===== src/rtl/uart_iid_pkg.sv =====
package uart_iid_pkg;

    localparam int NUM_EN   = 4;
    localparam int NUM_COND = 5;

    typedef enum logic [2:0] {
        ID_LINE_ERR = 3'b011,
        ID_RX_DATA  = 3'b010,
        ID_RX_TMO   = 3'b110,
        ID_TX_EMPTY = 3'b001,
        ID_MODEM    = 3'b000
    } src_id_e;

    // Condition vector, index order fixes priority (0 = most urgent).
    localparam int C_LINE = 0;
    localparam int C_TMO  = 1;
    localparam int C_RXD  = 2;
    localparam int C_TXE  = 3;
    localparam int C_MDM  = 4;

    typedef struct packed {
        logic    pend;
        src_id_e id;
    } win_t;

    // Which enable bit gates each condition.
    function automatic int en_index(input int cond);
        case (cond)
            C_LINE:  return 2;
            C_TMO:   return 0;
            C_RXD:   return 0;
            C_TXE:   return 1;
            default: return 3;
        endcase
    endfunction

    function automatic src_id_e cond_id(input int cond);
        case (cond)
            C_LINE:  return ID_LINE_ERR;
            C_TMO:   return ID_RX_TMO;
            C_RXD:   return ID_RX_DATA;
            C_TXE:   return ID_TX_EMPTY;
            default: return ID_MODEM;
        endcase
    endfunction

    function automatic logic [7:0] pack_id(input win_t w, input logic fifo);
        return {{2{fifo}}, 2'b00, w.id, ~w.pend};
    endfunction

endpackage


===== src/rtl/iid_req_mask.sv =====
module iid_req_mask
    import uart_iid_pkg::*;
(
    input  logic [NUM_COND-1:0] raw_i,
    input  logic [NUM_EN-1:0]   en_i,
    input  logic                fifo_i,
    output logic [NUM_COND-1:0] req_o,
    output logic                any_o
);
    logic [NUM_COND-1:0] allow;

    for (genvar g = 0; g < NUM_COND; g++) begin : g_mask
        if (g == C_TMO) begin : g_tmo
            assign allow[g] = en_i[en_index(g)] & fifo_i;
        end else begin : g_std
            assign allow[g] = en_i[en_index(g)];
        end
        assign req_o[g] = raw_i[g] & allow[g];
    end

    assign any_o = |req_o;
endmodule


===== src/rtl/iid_prio_enc.sv =====
module iid_prio_enc
    import uart_iid_pkg::*;
(
    input  logic                clk,
    input  logic                rst,
    input  logic [NUM_COND-1:0] req_i,
    output logic [NUM_COND-1:0] grant_o,
    output win_t                win_o
);
    always_comb begin
        grant_o = '0;
        win_o   = '{pend: 1'b0, id: ID_MODEM};
        for (int i = NUM_COND - 1; i >= 0; i--) begin
            if (req_i[i]) begin
                grant_o    = '0;
                grant_o[i] = 1'b1;
                win_o      = '{pend: 1'b1, id: cond_id(i)};
            end
        end
    end

    // only one source may win
    a_r2_single_grant: assert property (@(posedge clk) disable iff (rst)
        $onehot0(grant_o));
    // pending flag tracks presence of a winner
    a_r1_pend_matches: assert property (@(posedge clk) disable iff (rst)
        win_o.pend == ($countones(grant_o) == 1));
endmodule


===== src/rtl/iid_hold.sv =====
module iid_hold #(
    parameter int W = 8
) (
    input  logic         clk,
    input  logic         rst,
    input  logic         act_i,
    input  logic [W-1:0] live_i,
    output logic [W-1:0] out_o
);
    logic         held_q;
    logic [W-1:0] snap_q;

    always_ff @(posedge clk) begin
        if (rst) begin
            held_q <= 1'b0;
            snap_q <= '0;
        end else begin
            held_q <= act_i;
            if (act_i && !held_q) snap_q <= live_i;
        end
    end

    assign out_o = (act_i && held_q) ? snap_q : live_i;

    // value stays put while the access remains open
    a_r8_frozen: assert property (@(posedge clk) disable iff (rst)
        act_i |=> (!act_i || $stable(out_o)));
    // outside an access the live value is shown
    a_r10_release: assert property (@(posedge clk) disable iff (rst)
        !act_i |-> out_o == live_i);
endmodule


===== src/rtl/uart_int_ident.sv =====
module uart_int_ident
    import uart_iid_pkg::*;
#(
    parameter int          ADDR_W     = 3,
    parameter logic [ADDR_W-1:0] IID_OFFSET = 3'd2
) (
    input  logic              clk,
    input  logic              rst,
    input  logic              line_err_i,
    input  logic              rx_data_i,
    input  logic              rx_tmo_i,
    input  logic              tx_empty_i,
    input  logic              modem_chg_i,
    input  logic [NUM_EN-1:0] int_en_i,
    input  logic              fifo_mode_i,
    input  logic              rd_i,
    input  logic [ADDR_W-1:0] addr_i,
    output logic [7:0]        iid_o,
    output logic              irq_o
);
    logic [NUM_COND-1:0] raw, req, grant;
    win_t                win;
    logic [7:0]          live;
    logic                rd_act;

    always_comb begin
        raw        = '0;
        raw[C_LINE] = line_err_i;
        raw[C_TMO]  = rx_tmo_i;
        raw[C_RXD]  = rx_data_i;
        raw[C_TXE]  = tx_empty_i;
        raw[C_MDM]  = modem_chg_i;
    end

    iid_req_mask u_mask (
        .raw_i (raw),
        .en_i  (int_en_i),
        .fifo_i(fifo_mode_i),
        .req_o (req),
        .any_o (irq_o)
    );

    iid_prio_enc u_enc (
        .clk    (clk),
        .rst    (rst),
        .req_i  (req),
        .grant_o(grant),
        .win_o  (win)
    );

    assign live   = pack_id(win, fifo_mode_i);
    assign rd_act = rd_i && (addr_i == IID_OFFSET);

    iid_hold #(.W(8)) u_hold (
        .clk   (clk),
        .rst   (rst),
        .act_i (rd_act),
        .live_i(live),
        .out_o (iid_o)
    );

    // reserved bits
    a_r4_reserved_zero: assert property (@(posedge clk) disable iff (rst)
        iid_o[5:4] == 2'b00);
    // FIFO flag bits
    a_r5_fifo_bits: assert property (@(posedge clk) disable iff (rst)
        !rd_act |-> iid_o[7:6] == {2{fifo_mode_i}});
    // timeout bit absent outside FIFO mode
    a_r3_no_tmo_bit: assert property (@(posedge clk) disable iff (rst)
        (!rd_act && !fifo_mode_i) |-> !iid_o[3]);
    // bit 0 complements the request line when live
    a_r7_irq_vs_bit0: assert property (@(posedge clk) disable iff (rst)
        !rd_act |-> iid_o[0] == !irq_o);
endmodule


===== config.mk =====
export PLATFORM = sky130hd
export DESIGN_NAME = uart_int_ident
export DESIGN_NICKNAME = d
export VERILOG_FILES = /design/src/rtl/uart_iid_pkg.sv /design/src/rtl/iid_req_mask.sv /design/src/rtl/iid_prio_enc.sv /design/src/rtl/iid_hold.sv /design/src/rtl/uart_int_ident.sv
export SDC_FILE = /design/constraint.sdc
export NUM_CORES = 1
export LEC_CHECK = 0
export BUFFER_PORTS_ARGS = -buffer_cell sky130_fd_sc_hd__buf_2
export CAP_MARGIN = 10
export CORE_AREA = 3 3 41 43
export CTS_CLUSTER_SIZE = 12
export DETAILED_ROUTE_END_ITERATION = 8
export DIE_AREA = 0 0 44 46
export PLACE_DENSITY = 0.85
export SYNTH_ARGS = -nofsm -noshare
export SYNTH_HDL_FRONTEND = slang
export SYNTH_HIERARCHICAL = 1
export SYNTH_SLANG_ARGS = --single-unit

===== constraint.sdc =====
create_clock -name clk -period 4.65 [get_ports clk]
set_input_delay 0.93 -clock clk [delete_from_list [all_inputs] [get_ports clk]]
set_output_delay 0.93 -clock clk [all_outputs]
set_load 0.02 [all_outputs]

==> results of run 1 <==
-- critical path: stages --
cell and delay (ns):
buf_2 0.13, and3_2 0.21, or3_4 0.33, or3_1 0.31, inv_1 0.08, mux2_4 0.13
buf_2 0.15
-- worst max-delay path by stage --
stage / endpoint / start / cells after the start
2_1_floorplan: iid_o[0] / rx_tmo_i / 5
3_3_place_gp: iid_o[0] / fifo_mode_i / 7
3_5_place_dp: iid_o[0] / fifo_mode_i / 7
4_1_cts: iid_o[0] / fifo_mode_i / 7
5_1_grt: iid_o[0] / fifo_mode_i / 7
6_report: iid_o[0] / fifo_mode_i / 7
-- metrics by stage --
step / hold slack, ns / cell area, um^2
after floorplan: 0.442 / 669
after global placement: 0.451 / 778
after detailed placement: 0.457 / 778
after CTS: 0.469 / 805
after global routing: 0.489 / 805
final: 0.468 / 805
-- per-layer routing --
metal	global-route usage, %	wire [um]	share of wire [%]
met5	0	0	0
met1	14.7	519	40
met3	6.32	83	6.4
met4	7.23	25	1.9
met2	25.9	673	52
-- power groups by stage --
stage           clock, W  sequential (W)  combinational, W
6_report       0.0000649       0.0000796         0.0000406
3_5_place_dp           0       0.0000814         0.0000409
3_3_place_gp           0       0.0000813         0.0000402
4_1_cts        0.0000673       0.0000796         0.0000410
5_1_grt        0.0000699       0.0000798         0.0000440
2_1_floorplan          0       0.0000808         0.0000288
-- registers in the layout, summed over array words and instances (netlist names) --
signal	cells
u_hold/snap_q	8
u_hold/held_q	1
-- cell type report --
cell class	instances	area [um^2]	area share, %
clock buffers	4	26.3	3.27
inverters	3	11.3	1.40
multi-input cells	51	448	55.7
flip-flops and latches	9	180	22.4
well taps	15	18.8	2.33
repair buffers	24	120	14.9
==> run summary, run 1 <==
max_cap viols = 0
CP Data Arrival Time = 2.27 ns
Detailed Route WL = 1300 um
H-tree level count = 1
Setup violations, final = 0
gr usage total = 14.7%
Hold EP = u_hold/snap_q[7]
fmax = 312 MHz
Sw Pwr = 0.0000517 W
Root Buffer = clkbuf_4
Worst Setup Start Kind = primary input
setup TNS = 0 ns
RSZ-0062 raised after global routing = false
DR iter-0 viols = 7
die height = 46 um
initial antenna violation count = 0
most common cell after layout, fill and taps aside = buf_2
Util after Layout = 60.3%
gpl congestion = 0.747
die width = 44 um
Reg-to-Reg End = u_hold/snap_q[5]
Hold Path Class = register to register
Clock Power Share = 35.0%
Site Rows = 13
CTS sink cnt = 9
PortBufs = 24
worst flop-to-flop path startpoint = u_hold/held_q
CTS buffer count = 3
hold_sp = u_hold/snap_q[7]
Post-CTS Hold Fix Bufs = 0
final period utilization = 68.9%
vias in the first global route = 512
Switching Fraction = 27.9%
status = finished, final reports clean
share of cells above drive strength 1 = 45.1%
post-CTS setup buffer count = 0
clk buf depth = 2
global route overflow = 0
Antenna diodes = 0
critical path endpoint category = output port
reg2reg setup slack = 3.58 ns
Int Pwr = 0.000133 W
sequential share of power = 43.0%
first-pass GRT wire length = 2120 um
later-pin clock latency in the skew report = 0.27 ns
Place WS = 1.44 ns
Gates resized, CTS repair = 0
Tmin final = 3.20 ns
Starting Density = 49.3%
vias = 556
pwr dens = 230 nW/um^2
DP HPWL = 1010 um
I/O pin total = 25
Fin. Hold Viols = 0
Comb power frac = 22.0%
Post-Place Cells = 102
peak supply drop = 0.000118 V
post-DR wirelength/cell = 12.3 um
routed vias/inst = 5.25
Worst-path clk slew = 0.06 ns
YS warnings = 6
Layout area overhead = 22.2%
DRC = 0
Synth Instances = 64
CP max FO = 5
die area = 2020 um^2
final worst slack = 1.45 ns
worst clock skew = 0.00494 ns
WS Path Type = primary input to output port
R2R cell count = 2
Avg Cell Area, Syn = 10.3 um^2
remaining antenna violation count after routing = 0
Tot Pwr = 0.000185 W
first drt pass iteration count = 4
Static Leak = 0.374 nW
worst path required time = 3.72 ns
nets@finish = 108
Cell Count, Final, Fillers Out = 106
commonest cells after routing, fill and taps aside = buf_2, dfxtp_1
Core Region = 1330 um^2
largest net degree at the start of global routing = 18
Pins Over Slew Limit = 0
hold path cells = 2
Layout fillers = 128
CTS tree = done
Post-Syn Area = 658 um^2
Note: power is estimated with default switching activity, not from simulation.
==> run 2: changes to the inputs <==
--- a/config.mk
+++ b/config.mk
@@ -7,11 +7,11 @@
 export LEC_CHECK = 0
 export BUFFER_PORTS_ARGS = -buffer_cell sky130_fd_sc_hd__buf_2
 export CAP_MARGIN = 10
-export CORE_AREA = 3 3 41 43
+export CORE_AREA = 3 3 42 44
 export CTS_CLUSTER_SIZE = 12
 export DETAILED_ROUTE_END_ITERATION = 8
-export DIE_AREA = 0 0 44 46
-export PLACE_DENSITY = 0.85
+export DIE_AREA = 0 0 45 47
+export PLACE_DENSITY = 0.81
 export SYNTH_ARGS = -nofsm -noshare
 export SYNTH_HDL_FRONTEND = slang
 export SYNTH_HIERARCHICAL = 1
==> constraint.sdc (replaced) <==
create_clock -name clk -period 3.31 [get_ports clk]
set_input_delay 0.662 -clock clk [delete_from_list [all_inputs] [get_ports clk]]
set_output_delay 0.662 -clock clk [all_outputs]
set_load 0.02 [all_outputs]
==> run summary, run 2 (synthesized netlist as in run 1, its figures left out) <==
nets@finish = 108
initial antenna violation count = 0
Gates resized, CTS repair = 0
CTS tree = done
peak supply drop = 0.000227 V
Detailed Route WL = 1190 um
worst path required time = 2.65 ns
CP max FO = 5
biggest regs = u_hold/snap_q x8, u_hold/held_q x1
Tmin final = 2.66 ns
die height = 47 um
setup TNS = 0 ns
H-tree level count = 1
vias = 541
Worst Setup Start Kind = primary input
CTS buffer count = 3
DP HPWL = 958 um
Layout area overhead = 22.4%
first-pass GRT wire length = 1870 um
worst clock skew = 0.00635 ns
DR iter-0 viols = 3
first drt pass iteration count = 4
Root Buffer = clkbuf_4
post-CTS setup buffer count = 0
Fin. Hold Viols = 0
critical path endpoint category = output port
Layout fillers = 144
Core Region = 1470 um^2
gr usage total = 12.3%
Static Leak = 0.374 nW
Antenna diodes = 0
final period utilization = 80.4%
PortBufs = 24
Sw Pwr = 0.0000638 W
global route overflow = 0
Post-Place Cells = 103
die width = 45 um
most common cell after layout, fill and taps aside = buf_2
largest net degree at the start of global routing = 18
fmax = 376 MHz
Pins Over Slew Limit = 0
remaining antenna violation count after routing = 0
Hold Path Class = register to register
Comb power frac = 22.7%
max_cap viols = 0
die area = 2120 um^2
WS Path Type = primary input to output port
CTS sink cnt = 9
clk buf depth = 2
Switching Fraction = 25.4%
DRC = 0
status = finished, final reports clean
share of cells above drive strength 1 = 45.1%
Biggest register = u_hold/snap_q
RSZ-0062 raised after global routing = false
Clock Power Share = 32.7%
gpl congestion = 0.782
Post-CTS Hold Fix Bufs = 0
later-pin clock latency in the skew report = 0.26 ns
max FFs per register = 8
Worst-path clk slew = 0.05 ns
routed vias/inst = 5.06
sequential share of power = 44.6%
Site Rows = 14
vias in the first global route = 459
Cell Count, Final, Fillers Out = 107
Int Pwr = 0.000187 W
CP Data Arrival Time = 2.00 ns
pwr dens = 311 nW/um^2
I/O pin total = 25
post-DR wirelength/cell = 11.1 um
Setup violations, final = 0
commonest cells after routing, fill and taps aside = buf_2, dfxtp_1
final hold slack = 0.463 ns
Starting Density = 44.7%
-- run 2: final timing paths --
check	startpoint	to	slack, ns	cells past startpoint
setup / recovery	fifo_mode_i	iid_o[0]	0.65	7
hold reg to reg	u_hold/snap_q[2]	u_hold/snap_q[2]	0.46	2
hold / removal	u_hold/snap_q[2]	u_hold/snap_q[2]	0.46	2
setup reg to reg	u_hold/held_q	u_hold/snap_q[7]	2.25	2
-- run 2: layout make-up --
class                   instances  area [um^2]  share of cell area [%]
repair buffers                 24          120                    14.9
flip-flops and latches          9          180                    22.4
multi-input cells              51          448                    55.6
inverters                       3         11.3                    1.40
clock buffers                   4         26.3                    3.26
well taps                      16         20.0                    2.48
-- run 2: layer usage --
metal	vias up	track usage, %	share of wire, %
li1	278	-	-
met1	249	13.8	41
met2	14	20.9	54
met3	0	5.75	5.3
met4	0	3.51	0
met5	-	0	0
-- run 2: critical path: stages --
cell and delay (ns):
buf_2 0.13, and3_2 0.21, or3_4 0.34, or3_1 0.31, inv_1 0.07, mux2_4 0.13, buf_2 0.15
-- run 2: power by group through the flow --
stage               Clock [W]  Sequential [W]  Combinational [W]
finish              0.0000820        0.000112          0.0000570
global route        0.0000925        0.000112          0.0000625
CTS                 0.0000866        0.000112          0.0000576
detailed placement          0        0.000114          0.0000575
global placement            0        0.000114          0.0000565
floorplan                   0        0.000113          0.0000404
-- run 2: per-stage QoR --
stage          utilization (%)  power [W]  setup WS, ns  area, um^2
2_1_floorplan                -   0.000154         0.913         669
3_3_place_gp              53.0   0.000171         0.663         779
3_5_place_dp              53.0   0.000172         0.635         779
4_1_cts                   54.8   0.000256         0.635         806
5_1_grt                   54.8   0.000267         0.581         806
6_report                  54.8   0.000251         0.648         806
==> run 3: changes to the inputs <==
==> constraint.sdc (replaced) <==
create_clock -name clk -period 2.64 [get_ports clk]
set_input_delay 0.528 -clock clk [delete_from_list [all_inputs] [get_ports clk]]
set_output_delay 0.528 -clock clk [all_outputs]
set_load 0.02 [all_outputs]
==> run summary, run 3 (synthesized netlist as in run 1, its figures left out) <==
status = finished, final reports clean
remaining antenna violation count after routing = 0
RSZ-0062 raised after global routing = false
Starting Density = 44.7%
CP bufs+invs = 3
Core Region = 1470 um^2
Layout fillers = 134
first drt pass iteration count = 4
biggest regs = u_hold/snap_q x8, u_hold/held_q x1
die width = 45 um
Biggest register = u_hold/snap_q
share of cells above drive strength 1 = 45.1%
CTS tree = done
I/O pin total = 25
FF+latch area = 180 um^2
CP max stage cell = or3_4
CP Data Arrival Time = 1.86 ns
worst clock skew = 0.00523 ns
Fin. Hold Viols = 0
DR iter-0 viols = 6
Hold Path Class = register to register
later-pin clock latency in the skew report = 0.26 ns
CTS sink cnt = 9
Multi-input gate area = 448 um^2
peak supply drop = 0.000246 V
Worst-path clk slew = 0.05 ns
worst path required time = 2.11 ns
Post-CTS Hold Fix Bufs = 0
Cell Count, Final, Fillers Out = 107
Tmin final = 2.39 ns
Static Leak = 0.374 nW
PortBufs = 24
initial antenna violation count = 0
CP max FO = 5
max FFs per register = 8
Worst path top cell family by delay = simple AND/OR/NAND/NOR gates
vias = 519
final period utilization = 90.6%
post-CTS setup buffer count = 0
die height = 47 um
pwr dens = 390 nW/um^2
reg2reg setup slack = 1.59 ns
setup TNS = 0 ns
WS Path Type = primary input to output port
most common cell after layout, fill and taps aside = buf_2
worst-path cell chain = buf_2, and3_2, or3_4, or3_1, inv_1, mux2_4, buf_2
routed vias/inst = 4.85
H-tree level count = 1
commonest cells after routing, fill and taps aside = buf_2, dfxtp_1
fmax = 418 MHz
CP dominant cell by count = buf_2
critical path endpoint category = output port
Setup violations, final = 0
Worst Setup Start Kind = primary input
global route overflow = 0
Pins Over Slew Limit = 0
first-pass GRT wire length = 2000 um
Design Area, Final = 806 um^2
Tot Pwr = 0.000314 W
max_cap viols = 0
CTS buffer count = 3
nets@finish = 108
DRC = 0
gr usage total = 13.5%
slowest stage delay, CP = 0.34 ns
Detailed Route WL = 1170 um
largest net degree at the start of global routing = 18
die area = 2120 um^2
Site Rows = 14
Post-Place Cells = 103
Layout area overhead = 22.4%
gpl congestion = 0.782
final hold slack = 0.468 ns
post-DR wirelength/cell = 11.0 um
placed inst area = 779 um^2
vias in the first global route = 477
Gates resized, CTS repair = 0
clk buf depth = 2
Root Buffer = clkbuf_4
DP HPWL = 945 um
Antenna diodes = 0
## run 3: cell counts in the layout (fill, tap and decap cells not counted)
Identical to the previous run, type by type.
## run 3: worst paths after layout
check | endpoint | startpoint | cells after the start
worst max-delay path | iid_o[0] | fifo_mode_i | 7
worst max register to register | u_hold/snap_q[1] | u_hold/held_q | 2
worst min-delay path | u_hold/snap_q[2] | u_hold/snap_q[2] | 2
worst min register to register | u_hold/snap_q[2] | u_hold/snap_q[2] | 2
## run 3: through the flow
stage,setup slack (ns),utilization [%]
after floorplan,0.511,-
after global placement,0.261,53.0
after detailed placement,0.237,53.0
after CTS,0.236,54.8
after global routing,0.174,54.8
final,0.248,54.8
## run 3: area by class of cell
class / instances / area share (%)
multi-input combinational: 51 / 55.6
sequential: 9 / 22.4
clock buffer: 4 / 3.26
timing repair buffer: 24 / 14.9
tap: 16 / 2.48
inverter: 3 / 1.40
## run 3: where the power goes
| group | internal, W | total [W] | switching, W |
|---|---|---|---|
| clock network | 0.0000580 | 0.000103 | 0.0000446 |
| logic | 0.0000381 | 0.0000712 | 0.0000330 |
| registers | 0.000138 | 0.000140 | 0.00000193 |
| total | 0.000235 | 0.000314 | 0.0000795 |
## run 3: worst register-to-register path, delay by kind of cell, from the launching register on
kind / cells / cell delay (ns)
DFF: 1 / 0.56
and+or+nand+nor: 1 / 0.28
AOI/OAI and AO/OA: 1 / 0.14
## run 3: routing by layer
| metal | track usage (%) | wire length [um] |
|---|---|---|
| met2 | 20.3 | 615 |
| met1 | 16.3 | 486 |
| met3 | 6.90 | 62 |
| met4 | 5.26 | 10 |
| met5 | 0 | 0 |
